## src/rtl/i2ct_pkg.sv

```systemverilog
// Package: shared state encoding and byte width for the I2C indexed target.
// Assumes nothing beyond standard SystemVerilog.
package i2ct_pkg;
    localparam int BYTE_W = 8;

    typedef enum logic [2:0] {
        ST_IDLE,
        ST_ADDR,
        ST_LOC,
        ST_WDATA,
        ST_ACK,
        ST_RDATA,
        ST_MACK,
        ST_SKIP
    } tgt_state_e;
endpackage

```

## src/rtl/i2ct_line_sync.sv

```systemverilog
// Module: multi-flop synchronizer for one asynchronous bus line.
// Assumes STAGES >= 2; resets to RST_VAL (idle bus level).
module i2ct_line_sync #(
    parameter int   STAGES  = 2,
    parameter logic RST_VAL = 1'b1
) (
    input  logic clk,
    input  logic rst_n,
    input  logic async_i,
    output logic sync_o
);
    logic [STAGES-1:0] chain;

    // Shift the raw line level through the flop chain.
    always_ff @(posedge clk) begin
        if (!rst_n) chain <= {STAGES{RST_VAL}};
        else        chain <= {chain[STAGES-2:0], async_i};
    end

    assign sync_o = chain[STAGES-1];
endmodule

```

## src/rtl/i2ct_bus_events.sv

```systemverilog
// Module: turns synchronized clock/data levels into single-cycle bus events.
// Assumes both inputs come through synchronizers of equal depth.
module i2ct_bus_events (
    input  logic clk,
    input  logic rst_n,
    input  logic scl_s,
    input  logic sda_s,
    output logic scl_rise_o,
    output logic scl_fall_o,
    output logic start_o,
    output logic stop_o
);
    logic scl_q;
    logic sda_q;

    // Keep the previous synchronized levels for edge detection.
    always_ff @(posedge clk) begin
        if (!rst_n) begin
            scl_q <= 1'b1;
            sda_q <= 1'b1;
        end else begin
            scl_q <= scl_s;
            sda_q <= sda_s;
        end
    end

    assign scl_rise_o = !scl_q &&  scl_s;
    assign scl_fall_o =  scl_q && !scl_s;
    assign start_o    =  scl_q &&  scl_s &&  sda_q && !sda_s;
    assign stop_o     =  scl_q &&  scl_s && !sda_q &&  sda_s;
endmodule

```

## src/rtl/i2ct_store.sv

```systemverilog
// Module: DEPTH entries of one byte, one write port, two combinational reads.
// Assumes DEPTH is a power of two so indices wrap naturally.
module i2ct_store #(
    parameter  int DEPTH = 16,
    localparam int IDX_W = $clog2(DEPTH)
) (
    input  logic             clk,
    input  logic             rst_n,
    input  logic             we_i,
    input  logic [IDX_W-1:0] widx_i,
    input  logic [7:0]       wdata_i,
    input  logic [IDX_W-1:0] bus_idx_i,
    output logic [7:0]       bus_data_o,
    input  logic [IDX_W-1:0] usr_idx_i,
    output logic [7:0]       usr_data_o
);
    logic [DEPTH*8-1:0] flat;

    for (genvar g = 0; g < DEPTH; g++) begin : g_ent
        logic [7:0] q;

        // Hold one entry; load it when the write index matches.
        always_ff @(posedge clk) begin
            if (!rst_n)                                  q <= 8'h00;
            else if (we_i && widx_i == IDX_W'(g))        q <= wdata_i;
        end

        assign flat[g*8 +: 8] = q;

        // a write to this entry holds the written byte on the next cycle
        assert_entry_store_R5: assert property (@(posedge clk) disable iff (!rst_n)
            (we_i && widx_i == IDX_W'(g)) |=> (q == $past(wdata_i)));
    end

    assign bus_data_o = flat[{bus_idx_i, 3'b000} +: 8];
    assign usr_data_o = flat[{usr_idx_i, 3'b000} +: 8];
endmodule

```

## src/rtl/i2ct_fsm.sv

```systemverilog
// Module: byte-level protocol engine of the target: address match, location,
// single-byte write, sequential read with controller acknowledge.
// Assumes single-cycle event inputs from i2ct_bus_events and a
// combinational read of the entry at loc_o.
module i2ct_fsm
    import i2ct_pkg::*;
#(
    parameter  logic [6:0] DEV_ADDR = 7'h2A,
    parameter  int         DEPTH    = 16,
    localparam int         IDX_W    = $clog2(DEPTH)
) (
    input  logic             clk,
    input  logic             rst_n,
    input  logic             scl_rise_i,
    input  logic             scl_fall_i,
    input  logic             start_i,
    input  logic             stop_i,
    input  logic             sda_s_i,
    input  logic [7:0]       rd_data_i,
    output logic [IDX_W-1:0] loc_o,
    output logic             sda_oe_o,
    output logic             we_o,
    output logic [7:0]       wdata_o
);
    tgt_state_e       state;
    tgt_state_e       after;
    logic [2:0]       bitcnt;
    logic [7:0]       shreg;
    logic [6:0]       txreg;
    logic             byte_full;
    logic             rw;
    logic [IDX_W-1:0] loc;
    logic             oe;
    logic             we;
    logic [7:0]       wdata;

    // Advance the protocol on synchronized bus events.
    always_ff @(posedge clk) begin
        if (!rst_n) begin
            state     <= ST_IDLE;
            after     <= ST_IDLE;
            bitcnt    <= 3'd0;
            shreg     <= 8'h00;
            txreg     <= 7'h00;
            byte_full <= 1'b0;
            rw        <= 1'b0;
            loc       <= '0;
            oe        <= 1'b0;
            we        <= 1'b0;
            wdata     <= 8'h00;
        end else begin
            we <= 1'b0;
            if (start_i) begin
                state     <= ST_ADDR;
                bitcnt    <= 3'd0;
                byte_full <= 1'b0;
                oe        <= 1'b0;
            end else if (stop_i) begin
                state     <= ST_IDLE;
                byte_full <= 1'b0;
                oe        <= 1'b0;
            end else begin
                case (state)
                    ST_ADDR, ST_LOC, ST_WDATA: begin
                        if (scl_rise_i && !byte_full) begin
                            shreg <= {shreg[6:0], sda_s_i};
                            if (bitcnt == 3'd7) begin
                                byte_full <= 1'b1;
                                bitcnt    <= 3'd0;
                            end else begin
                                bitcnt <= bitcnt + 3'd1;
                            end
                        end else if (scl_fall_i && byte_full) begin
                            byte_full <= 1'b0;
                            if (state == ST_ADDR) begin
                                if (shreg[7:1] == DEV_ADDR) begin
                                    oe    <= 1'b1;
                                    rw    <= shreg[0];
                                    after <= ST_LOC;
                                    state <= ST_ACK;
                                end else begin
                                    state <= ST_SKIP;
                                end
                            end else if (state == ST_LOC) begin
                                loc   <= shreg[IDX_W-1:0];
                                oe    <= 1'b1;
                                after <= rw ? ST_RDATA : ST_WDATA;
                                state <= ST_ACK;
                            end else begin
                                we    <= 1'b1;
                                wdata <= shreg;
                                oe    <= 1'b1;
                                after <= ST_SKIP;
                                state <= ST_ACK;
                            end
                        end
                    end
                    ST_ACK: begin
                        if (scl_fall_i) begin
                            bitcnt <= 3'd0;
                            state  <= after;
                            if (after == ST_RDATA) begin
                                txreg <= rd_data_i[6:0];
                                oe    <= !rd_data_i[7];
                            end else begin
                                oe <= 1'b0;
                            end
                        end
                    end
                    ST_RDATA: begin
                        if (scl_rise_i && !byte_full) begin
                            if (bitcnt == 3'd7) begin
                                byte_full <= 1'b1;
                                bitcnt    <= 3'd0;
                            end else begin
                                bitcnt <= bitcnt + 3'd1;
                            end
                        end else if (scl_fall_i) begin
                            if (byte_full) begin
                                byte_full <= 1'b0;
                                oe        <= 1'b0;
                                state     <= ST_MACK;
                            end else begin
                                oe    <= !txreg[6];
                                txreg <= {txreg[5:0], 1'b0};
                            end
                        end
                    end
                    ST_MACK: begin
                        if (scl_rise_i) begin
                            if (!sda_s_i) begin
                                loc   <= loc + IDX_W'(1);
                                after <= ST_RDATA;
                                state <= ST_ACK;
                            end else begin
                                state <= ST_SKIP;
                            end
                        end
                    end
                    default: begin
                    end
                endcase
            end
        end
    end

    assign loc_o    = loc;
    assign sda_oe_o = oe;
    assign we_o     = we;
    assign wdata_o  = wdata;

    // a start always leads to address listening with the line released
    assert_start_listen_R1: assert property (@(posedge clk) disable iff (!rst_n)
        start_i |=> (state == ST_ADDR && !oe));

    // a stop returns to idle with the line released
    assert_stop_idle_R2: assert property (@(posedge clk) disable iff (!rst_n)
        (stop_i && !start_i) |=> (state == ST_IDLE && !oe));

    // while ignoring traffic the data line is never pulled
    assert_skip_quiet_R3: assert property (@(posedge clk) disable iff (!rst_n)
        (state == ST_SKIP) |-> !oe);

    // the write strobe lasts a single cycle
    assert_wr_pulse_R8: assert property (@(posedge clk) disable iff (!rst_n)
        we |=> !we);

    // the enable moves only after a clock fall, start or stop
    assert_oe_timing_R10: assert property (@(posedge clk) disable iff (!rst_n)
        (oe != $past(oe)) |-> $past(scl_fall_i || start_i || stop_i));
endmodule

```

## src/rtl/i2c_idx_target.sv

```systemverilog
// Module: top of the I2C target serving DEPTH byte entries.
// Assumes an external pull-up on the data line; sda_oe_o drives it low.
module i2c_idx_target #(
    parameter  logic [6:0] DEV_ADDR    = 7'h2A,
    parameter  int         DEPTH       = 16,
    parameter  int         SYNC_STAGES = 2,
    localparam int         IDX_W       = $clog2(DEPTH)
) (
    input  logic             clk,
    input  logic             rst_n,
    input  logic             scl_i,
    input  logic             sda_i,
    output logic             sda_oe_o,
    input  logic [IDX_W-1:0] usr_rd_idx_i,
    output logic [7:0]       usr_rd_data_o,
    output logic             wr_evt_o,
    output logic [IDX_W-1:0] wr_evt_idx_o,
    output logic [7:0]       wr_evt_data_o
);
    logic             scl_s;
    logic             sda_s;
    logic             scl_rise;
    logic             scl_fall;
    logic             start;
    logic             stop;
    logic [IDX_W-1:0] loc;
    logic [7:0]       rd_data;
    logic             we;
    logic [7:0]       wdata;

    i2ct_line_sync #(.STAGES(SYNC_STAGES), .RST_VAL(1'b1)) u_scl_sync (
        .clk(clk), .rst_n(rst_n), .async_i(scl_i), .sync_o(scl_s));

    i2ct_line_sync #(.STAGES(SYNC_STAGES), .RST_VAL(1'b1)) u_sda_sync (
        .clk(clk), .rst_n(rst_n), .async_i(sda_i), .sync_o(sda_s));

    i2ct_bus_events u_events (
        .clk(clk), .rst_n(rst_n), .scl_s(scl_s), .sda_s(sda_s),
        .scl_rise_o(scl_rise), .scl_fall_o(scl_fall),
        .start_o(start), .stop_o(stop));

    i2ct_fsm #(.DEV_ADDR(DEV_ADDR), .DEPTH(DEPTH)) u_fsm (
        .clk(clk), .rst_n(rst_n),
        .scl_rise_i(scl_rise), .scl_fall_i(scl_fall),
        .start_i(start), .stop_i(stop), .sda_s_i(sda_s),
        .rd_data_i(rd_data), .loc_o(loc), .sda_oe_o(sda_oe_o),
        .we_o(we), .wdata_o(wdata));

    i2ct_store #(.DEPTH(DEPTH)) u_store (
        .clk(clk), .rst_n(rst_n),
        .we_i(we), .widx_i(loc), .wdata_i(wdata),
        .bus_idx_i(loc), .bus_data_o(rd_data),
        .usr_idx_i(usr_rd_idx_i), .usr_data_o(usr_rd_data_o));

    assign wr_evt_o      = we;
    assign wr_evt_idx_o  = loc;
    assign wr_evt_data_o = wdata;
endmodule

```

## config.mk

```make
export PLATFORM = sky130hd
export DESIGN_NAME = i2c_idx_target
export DESIGN_NICKNAME = d
export VERILOG_FILES = /design/src/rtl/i2ct_pkg.sv /design/src/rtl/i2ct_line_sync.sv /design/src/rtl/i2ct_bus_events.sv /design/src/rtl/i2ct_store.sv /design/src/rtl/i2ct_fsm.sv /design/src/rtl/i2c_idx_target.sv
export SDC_FILE = /design/constraint.sdc
export NUM_CORES = 1
export LEC_CHECK = 0
export ABC_AREA = 1
export ABC_CLOCK_PERIOD_IN_PS = 3550
export BUFFER_PORTS_ARGS = -buffer_cell sky130_fd_sc_hd__buf_2
export CAP_MARGIN = 20
export CORE_MARGIN = 2
export CORE_UTILIZATION = 50
export CTS_CLUSTER_SIZE = 20
export DETAILED_ROUTE_END_ITERATION = 8
export HOLD_SLACK_MARGIN = 0.05
export MAX_ROUTING_LAYER = met4
export PLACE_DENSITY = 0.78
export SLEW_MARGIN = 20
export SYNTH_ARGS = -nofsm -noshare
export SYNTH_HDL_FRONTEND = slang
export SYNTH_HIERARCHICAL = 1
export SYNTH_SLANG_ARGS = --single-unit
```

## constraint.sdc

```tcl
create_clock -name clk -period 3.55 [get_ports clk]
set_input_delay 0.1775 -clock clk [delete_from_list [all_inputs] [get_ports clk]]
set_output_delay 0.1775 -clock clk [all_outputs]
set_load 0.1 [all_outputs]
```

; ---- Word-level counts from Yosys, hierarchy flattened
; Index checks and enable logic that the tools add are counted.
[op_classes]
addsub = 2
eq_ne = 47
n_shift = 2
muxes = 56
n_bitwise = 8
reduce_logical = 56
[ops]
columns = cell, count
row1 = 128-bit by 8-bit indexed part select with 8-bit output, 2
row2 = 3-bit 2-to-1 mux, 18
row3 = 7-bit 2-to-1 mux, 5
row4 = "4-bit == test, second input constant", 8
row5 = 8-bit AND reduction, 4
row6 = 1-bit logical AND, 25
row7 = 4-bit 2-to-1 mux, 6
row8 = 7-bit AND reduction, 3
row9 = "4-bit by 3-bit inequality test with 1-bit output, second input constant", 5
row10 = 1-bit 2-to-1 mux, 17
row11 = "4-bit by 3-bit == test with 1-bit output, second input constant", 4
row12 = "2-bit by 1-bit inequality test with 1-bit output, second input constant", 8
row13 = "3-bit == test, second input constant", 5
row14 = 7-bit one-hot mux with 2 select lines, 1
row15 = 3-bit one-hot mux with 2 select lines, 2
row16 = 3-bit one-hot mux with 4 select lines, 1
row17 = "2-bit inequality test, second input constant", 5
row18 = 9-bit AND reduction, 1
row19 = "4-bit by 2-bit == test with 1-bit output, second input constant", 2
row20 = "4-bit inequality test, second input constant", 2
row21 = 1-bit NOT, 8
row22 = 4-bit one-hot mux with 2 select lines, 1
row23 = 4-bit AND reduction, 2
row24 = 2-bit nonzero test, 4
row25 = 21 further kinds, 32
[word_totals]
regBits = 174
in_bits = 8
output_inout_bits = 22
elab_cells = 203

; ---- Longest topological paths before layout
; Gate-level depths: netlist of run 1.
[depth]
ltp_word = 8
ltp_mapped = 11
mapped_depth_nobuf = 11

; ---- Hierarchy
; Netlist of run 1, hierarchy kept.
[modules_own_cells]
columns = mod, n_inst, cells_each, area_each_um2, seq_area_each_um2
row1 = i2ct_store, 1, 1133, 7030.5, 2562.5
row2 = i2ct_fsm, 1, 298, 2158.3, 800.8
row3 = i2ct_line_sync, 2, 6, 55.1, 40.0
row4 = i2ct_bus_events, 1, 15, 88.8, 40.0

; ---- Least setup slack after synthesis of run 1
; Ideal clock, no wire load.
[synth_path]
kind = register -> register
start = register u_fsm.loc[0], in the netlist u_fsm/loc_o[0]
end = register u_fsm.txreg[5]
setup_time_ns = 0.116
arrival_time_ns = 2.184
t_required_ns = 3.434
path_slack_ns = 1.251
path_stages_with_launch = 12
path_buffers = 2
period_less_slack_ns = 2.299
path_cell_list = dfxtp_1 > buf_2 > buf_2 > nand2_1 > nand3_1 > nand3_1 > nand3_1 > nand2_1 > nand2_1 > nand2_1 > o21ai_0 > nor2_1
[synth_via]
elab_chain_cells = 4
[synth_rtl]
columns = item, line
row1 = start: declaration, i2ct_fsm.sv:32  ; logic [IDX_W-1:0] loc;
row2 = start signal: assignment, i2ct_fsm.sv:85  ; loc <= shreg[IDX_W-1:0];
row3 = start signal: assignment, i2ct_fsm.sv:132  ; loc <= loc + IDX_W'(1);
row4 = 128-bit by 8-bit indexed part select with 8-bit output, i2ct_store.sv:35  ; assign bus_data_o = flat[{bus_idx_i, 3'b000} +: 8];
row5 = named net rd_data[5], i2c_idx_target.sv:27  ; logic [7:0] rd_data;
row6 = 7-bit 2-to-1 mux, i2ct_fsm.sv:102  ; if (after == ST_RDATA) begin
row7 = 7-bit 2-to-1 mux, i2ct_fsm.sv:99  ; if (scl_fall_i) begin
row8 = 7-bit one-hot mux with 2 select lines, i2ct_fsm.sv:63  ; case (state)
row9 = end signal: assignment, i2ct_fsm.sv:103  ; txreg <= rd_data_i[6:0];
row10 = end signal: assignment, i2ct_fsm.sv:125  ; txreg <= {txreg[5:0], 1'b0};
row11 = end: declaration, i2ct_fsm.sv:29  ; logic [6:0] txreg;
; The timed path passes the listed nets, and every way through them passes these cells. The select of a mux whose other input is x is not followed.
; A chain may end at the register's enable or synchronous reset.

; ---- Final worst setup path of run 1
[layout_path]
start = register u_fsm.loc[1], in the netlist u_fsm/loc_o[1]
end = register u_fsm.txreg[4]
; The elaborated chain is that of the path after synthesis.

==> key figures, run 1 <==
Outcome
  – Status: complete, no violations

CTS
  – Post-CTS Resized: 0
  – Setup Buffers After CTS: 0
  – Clock latency on the worst-skew pair: 0.44 ns
  – Worst-path clk slew: 0.07 ns
  – CTS tree: done
  – Clock tree buffer depth: 2
  – Htree depth: 4
  – CTS Sinks: 174
  – CTS buffer count: 17
  – Root buffer cell: clkbuf_16

Critical path
  – Delay-heaviest family, CP: simple AND/OR/NAND/NOR gates
  – CP max stage delay: 0.84 ns
  – Critical Path RT: 3.88 ns
  – CP Capture Type: flip-flop
  – Startpoint types: flip-flop
  – Crit path kind: reg -> reg
  – CP bufs+invs: 1
  – R2r setup slk: 1.10 ns
  – Worst R2R Path Depth: 9
  – Reg-to-reg startpoint: u_fsm/loc_o[1]$_SDFFE_PN0P_
  – Worst r2r dst: u_fsm/txreg[4]$_SDFFE_PN0P_
  – Critical Path, Cell by Cell: clkinv_1 > nand3_1 > nand3_1 > nand3_1 > nand2_1 > nand2_1 > nand2_1 > o21ai_0 > nor2_1
  – Critical path's slowest cell: clkinv_1
  – Critical path arrival: 2.78 ns
  – Crit path max fanout: 32

Flow run
  – Max-Cap Viols: 0

Yosys
  – Top cell type's share of synthesized area: 0.371
  – Synth cell types: 35
  – Post-synthesis sequential area ratio: 0.371
  – Cell taking the most area after synthesis: dfxtp_1
  – #FFs+latches synth: 174
  – Cell area after synthesis: 9390 um^2
  – Most frequent cell after synthesis: nand2_1
  – Synth Flop Type: dfxtp_1
  – Post-Syn Instances: 1458
  – Synth Net Count: 1469
  – Post-synthesis area per instance: 6.44 um^2
  – Synth cell count leaders: 349 x nand2_1, 243 x nand3_1, 174 x dfxtp_1
  – Largest cells by area after synthesis: dfxtp_1 37%, nand2_1 14%, nand3_1 13%
  – Synth warnings: 6
  – Post-synth EDFFs: 0
  – Fraction of registers with async set/reset: 0

Timing
  – Fmax: 408 MHz
  – Final TNS setup: 0 ns
  – Max-slew headroom: 0.264
  – Crit path time final: 2.45 ns
  – Final setup fails: 0
  – Setup Skew: 0.00970 ns
  – Max Transition Viols Final: 0
  – RSZ-0062 raised after global routing: no
  – Worst Tran Pin Value: 1.10 ns
  – Post-route setup slack: 1.10 ns
  – Fin. Hold Viols: 0
  – Hold slack: 0.184 ns
  – Period utilisation layout: 0.691

Floorplanning
  – Die Y: 141 um
  – Row Count: 50
  – Die area: 19900 um^2
  – Initial Util: 0.505
  – Placeable core area: 18600 um^2
  – I/O pin total: 30
  – Die W: 141 um

Placed design
  – Placed cell area: 9480 um^2
  – Setup WS pre-CTS: 1.33 ns
  – Gpl congestion: 0.973
  – IO buf count: 29
  – HPWL after detailed placement: 17500 um

Routing
  – Routed Antenna Nets: 0
  – 1st-pass router iterations: 7
  – Via density: 5.74
  – Total wire length: 27500 um
  – Vias: 9614
  – Remaining DRCs: 0
  – Average wire per standard cell: 16.4 um
  – Initial DRC count: 1304

Finish
  – Fin area: 10100 um^2
  – Antenna cells: 0
  – Fraction of layout cells with a size suffix above 1: 0.0798
  – Filler Cells Inserted: 1810
  – Area growth syn-to-layout: 7.93%
  – Post-layout nets: 1440

Global routing
  – Grt total ovfl: 0
  – Initial antenna violation count: 0
  – Total track usage: 0.289
  – Vias in the first global route: 8599
  – First-pass GRT wire length: 44900 um
  – Largest net degree at the start of global routing: 73

Pwr
  – LEAKAGE: 4.54 nW
  – Peak supply drop: 382 uV
  – Pwr Density: 555 nW/um^2

Hold path
  – Hold endpoint: u_sda_sync/chain[0]$_SDFF_PN1_
  – Worst min-delay path startpoint: rst_n
  – Hold WC Path Type: in -> reg
  – Hold depth: 2
==> area by class of cell <==
type,instances,area [um^2],share of cell area
Multi-Input combinational cell,1008,4750,0.469
Sequential cell,174,3480,0.344
Inverter,181,684,0.0675
Clock buffer,21,450,0.0445
Tap cell,234,293,0.0289
Timing Repair Buffer,47,288,0.0284
Clock inverter,11,179,0.0177
==> sequential cells by signal, indices dropped and copies added, names as in the netlist <==
name	count
u_events/scl_q	1
u_events/sda_q	1
u_fsm/after	3
u_fsm/bitcnt	3
u_fsm/byte_full	1
u_fsm/loc_o	4
u_fsm/rw	1
u_fsm/sda_oe_o	1
u_fsm/shreg	8
u_fsm/state	3
u_fsm/txreg	7
u_fsm/wdata_o	8
u_fsm/we_o	1
u_scl_sync/chain	2
u_sda_sync/chain	2
u_store/g_ent.q	128
==> worst max path at each step <==
stage | startpoint | slack (ns) | end | cells after the start
floorplan | u_fsm/loc_o[0]$_SDFFE_PN0P_ | 1.25 | u_fsm/txreg[5]$_SDFFE_PN0P_ | 11
global placement | usr_rd_idx_i[0] | 1.35 | usr_rd_data_o[5] | 9
detailed placement | u_fsm/loc_o[0]$_SDFFE_PN0P_ | 1.33 | u_store/g_ent[1].q[2]$_SDFFE_PN0P_ | 6
CTS | u_fsm/loc_o[0]$_SDFFE_PN0P_ | 1.32 | u_store/g_ent[1].q[2]$_SDFFE_PN0P_ | 6
global route | u_fsm/loc_o[1]$_SDFFE_PN0P_ | 0.92 | u_fsm/txreg[2]$_SDFFE_PN0P_ | 9
finish | u_fsm/loc_o[1]$_SDFFE_PN0P_ | 1.10 | u_fsm/txreg[4]$_SDFFE_PN0P_ | 9
==> where the power goes <==
group	leakage, nW	internal, W	switching (W)
clock network	0.304	0.00121	0.000811
registers	1.40	0.00200	0.0000907
logic	2.83	0.000426	0.00108
==> per-layer routing <==
| layer | track usage | vias to the layer above | routed length, um |
|---|---|---|---|
| li1 | - | 4669 | - |
| met1 | 0.392 | 4356 | 11900 |
| met2 | 0.438 | 513 | 12200 |
| met3 | 0.0435 | 76 | 2550 |
| met4 | 0.107 | 0 | 869 |
| met5 | - | - | 0 |
==> placed cells by master, fill, tap and decap left out, types with 2 or more instances in the layout <==
cell and count:
nand2_1 349, nand3_1 243, dfxtp_1 173, inv_1 171, o21ai_0 160, a21oi_1 154, nor2_1 51, buf_2 28
clkbuf_16 17, buf_4 17, inv_2 8, nand2_2 7, nand4_1 6, nand2_4 5, nor2_2 5, bufinv_16 4
o21ai_1 4, inv_6 3, clkbuf_1 3, nor2_4 3, nand3_2 3, ha_1 3, clkinv_4 2, dlygate4sd3_1 2
xor2_1 2, nor2_8 2
==> cells by family after synthesis <==
logic type      synth area share
flops                      0.371
compound gates             0.177
simple gates               0.322
mux                      0.00107
fa+ha+maj                0.00400
buf+inv                    0.123
xor+xnor                 0.00187
==> stage by stage <==
| step | total power [W] | cells | utilization |
|---|---|---|---|
| 3_3_place_gp | 0.00359 | 1642 | 0.510 |
| 4_1_cts | 0.00560 | 1676 | 0.545 |
| 3_5_place_dp | 0.00360 | 1642 | 0.510 |
| 6_report | 0.00562 | 1676 | 0.545 |
| 5_1_grt | 0.00588 | 1676 | 0.545 |
| 2_1_floorplan | 0.00331 | 1458 | - |
==> timing repair <==
item | 4_1_cts | 5_1_grt
hold buffers | 2 | 0
hold endpoints to repair | 2 | 0
endpoints found under the setup margin | 0 | 0
No activity file was read; power rests on OpenSTA's default activity.
==> run 2, diff against run 1 <==
--- a/config.mk
+++ b/config.mk
@@ -6,7 +6,7 @@
 export NUM_CORES = 1
 export LEC_CHECK = 0
 export ABC_AREA = 1
-export ABC_CLOCK_PERIOD_IN_PS = 3550
+export ABC_CLOCK_PERIOD_IN_PS = 2300
 export BUFFER_PORTS_ARGS = -buffer_cell sky130_fd_sc_hd__buf_2
 export CAP_MARGIN = 20
 export CORE_MARGIN = 2
==> constraint.sdc (replaced) <==
create_clock -name clk -period 2.3 [get_ports clk]
set_input_delay 0.115 -clock clk [delete_from_list [all_inputs] [get_ports clk]]
set_output_delay 0.115 -clock clk [all_outputs]
set_load 0.1 [all_outputs]
==> run 2 against run 1 <==
First-iteration DRC count is 11% higher; clock power grew 44%; combinational power grew 66%; highest routed layer unchanged.
==> key figures, run 2 (synthesized netlist as in run 1, its figures left out) <==
Critical path
  – Critical path's slowest cell: nand2_1
  – Crit path max fanout: 23
  – CP Capture Type: flip-flop
  – Critical Path, Cell by Cell: buf_4 > inv_1 > nor2_2 > nand2_1 > o21ai_0 > a21oi_1
  – Critical path arrival: 2.20 ns
  – Startpoint types: flip-flop
  – CP max stage delay: 0.41 ns
  – Crit path kind: reg -> reg
  – Critical Path RT: 2.60 ns

Timing
  – Worst Tran Pin Value: 0.681 ns
  – RSZ-0062 raised after global routing: no
  – Setup Skew: 0.00884 ns
  – Post-route setup slack: 0.396 ns
  – Crit path time final: 1.90 ns
  – Max-slew headroom: 0.546
  – Fin. Hold Viols: 0
  – Hold slack: 0.416 ns
  – Period utilisation layout: 0.828
  – Max Transition Viols Final: 0
  – Fmax: 525 MHz
  – Final setup fails: 0
  – Final TNS setup: 0 ns

Pwr
  – Switching part of the total: 0.363
  – LEAKAGE: 4.68 nW
  – Seq pwr share: 0.370
  – P_sw: 0.00312 W
  – Gate power share: 0.292
  – Internal power: 0.00548 W
  – Peak supply drop: 605 uV
  – Clock power share: 0.339
  – Pwr Density: 825 nW/um^2
  – Final Power: 0.00861 W

Placed design
  – Gpl congestion: 0.913
  – IO buf count: 29
  – Cells after DPL: 1660
  – HPWL after detailed placement: 18600 um
  – Setup WS pre-CTS: 0.475 ns

CTS
  – Setup Buffers After CTS: 0
  – Root buffer cell: clkbuf_16
  – Post-CTS Resized: 0
  – CTS buffer count: 17
  – Htree depth: 4
  – CTS tree: done
  – Clock tree buffer depth: 2
  – Worst-path clk slew: 0.07 ns
  – Clock latency on the worst-skew pair: 0.43 ns
  – CTS Sinks: 174

Finish
  – Commonest non-fill, non-tap cell in the layout: nand2_1
  – Fraction of layout cells with a size suffix above 1: 0.0930
  – Area growth syn-to-layout: 11.2%
  – Cell Count, Final, Fillers Out: 1697
  – Max reg flops: 128
  – Post-layout nets: 1461
  – Most frequent cells in the layout: 349 x nand2_1, 243 x nand3_1, 173 x dfxtp_1
  – Antenna cells: 0
  – Biggest register: u_store/g_ent.q

Global routing
  – Largest net degree at the start of global routing: 92
  – First-pass GRT wire length: 45000 um
  – Initial antenna violation count: 0
  – Grt total ovfl: 0
  – Vias in the first global route: 8694
  – Total track usage: 0.292

Floorplanning
  – Die area: 19900 um^2
  – Die W: 141 um
  – Placeable core area: 18600 um^2
  – Row Count: 50
  – Initial Util: 0.505
  – I/O pin total: 30
  – Die Y: 141 um

Routing
  – Via density: 5.78
  – Vias: 9817
  – Routed Antenna Nets: 0
  – 1st-pass router iterations: 6
  – Total wire length: 28300 um
  – Average wire per standard cell: 16.7 um
  – Initial DRC count: 1442
  – Remaining DRCs: 0

Outcome
  – Status: complete, no violations

Flow run
  – Max-Cap Viols: 0

Hold path
  – Hold WC Path Type: reg -> reg
[run 2: changes by cell type in the layout (fill, tap and decap cells not counted)]
cell,change
inv_1,+1
dlygate4sd3_1,+3
inv_8,-1
clkinvlp_4,+2
buf_12,+13
inv_6,+3
buf_4,+13
buf_2,-8
clkinv_2,+2
clkinv_1,-1
bufinv_16,-2
clkbuf_1,-3
clkbuf_8,-1
[run 2: worst max-delay path: cells and delay by family (launching register included)]
kind                   cells  cell delay (ns)
buffers and inverters      2             0.42
AOI/OAI and AO/OA          2             0.37
and+or+nand+nor            2             0.62
DFF                        1             0.36
[run 2: power groups by stage]
stage | Combinational, W | Clock (W) | Sequential (W)
floorplan | 0.00175 | 0 | 0.00337
detailed placement | 0.00244 | 0 | 0.00325
global placement | 0.00242 | 0 | 0.00324
global route | 0.00273 | 0.00306 | 0.00319
finish | 0.00251 | 0.00291 | 0.00318
CTS | 0.00246 | 0.00293 | 0.00318
[run 2: worst paths after layout]
| kind | startpoint | to | slack (ns) | cells after the start |
|---|---|---|---|---|
| hold / removal | u_sda_sync/chain[0]$_SDFF_PN1_ | u_sda_sync/chain[1]$_SDFF_PN1_ | 0.42 | 2 |
| hold reg to reg | u_sda_sync/chain[0]$_SDFF_PN1_ | u_sda_sync/chain[1]$_SDFF_PN1_ | 0.42 | 2 |
| setup reg to reg | u_fsm/loc_o[1]$_SDFFE_PN0P_ | u_store/g_ent[3].q[6]$_SDFFE_PN0P_ | 0.40 | 6 |
| setup / recovery | u_fsm/loc_o[1]$_SDFFE_PN0P_ | u_store/g_ent[3].q[6]$_SDFFE_PN0P_ | 0.40 | 6 |
[run 2: through the flow]
stage | instance area (um^2) | utilization
after detailed placement | 9800 | 0.527
after global routing | 10400 | 0.562
final | 10400 | 0.562
after global placement | 9800 | 0.527
after CTS | 10400 | 0.562
after floorplan | 9390 | -
[run 2: routing by layer]
layer  vias up  GRT usage  share of wire
met5         -          -              0
met4         0      0.115          0.032
met3        78     0.0482           0.11
met2       618      0.440           0.44
met1      4401      0.395           0.42
li1       4720          -              -
[run 2: repair_timing]
| action | CTS | global route |
|---|---|---|
| endpoints found under the hold margin | 6 | 0 |
| setup endpoints to repair | 0 | 0 |
| hold buffers | 5 | 0 |
[run 2: cell type report]
cell class / count / area (um^2)
well taps: 234 / 293
multi-input cells: 1008 / 4750
clock inverters: 15 / 159
inverters: 181 / 684
flip-flops and latches: 174 / 3480
clock buffers: 17 / 425
repair buffers: 68 / 636
fillers: 1762 / 8150
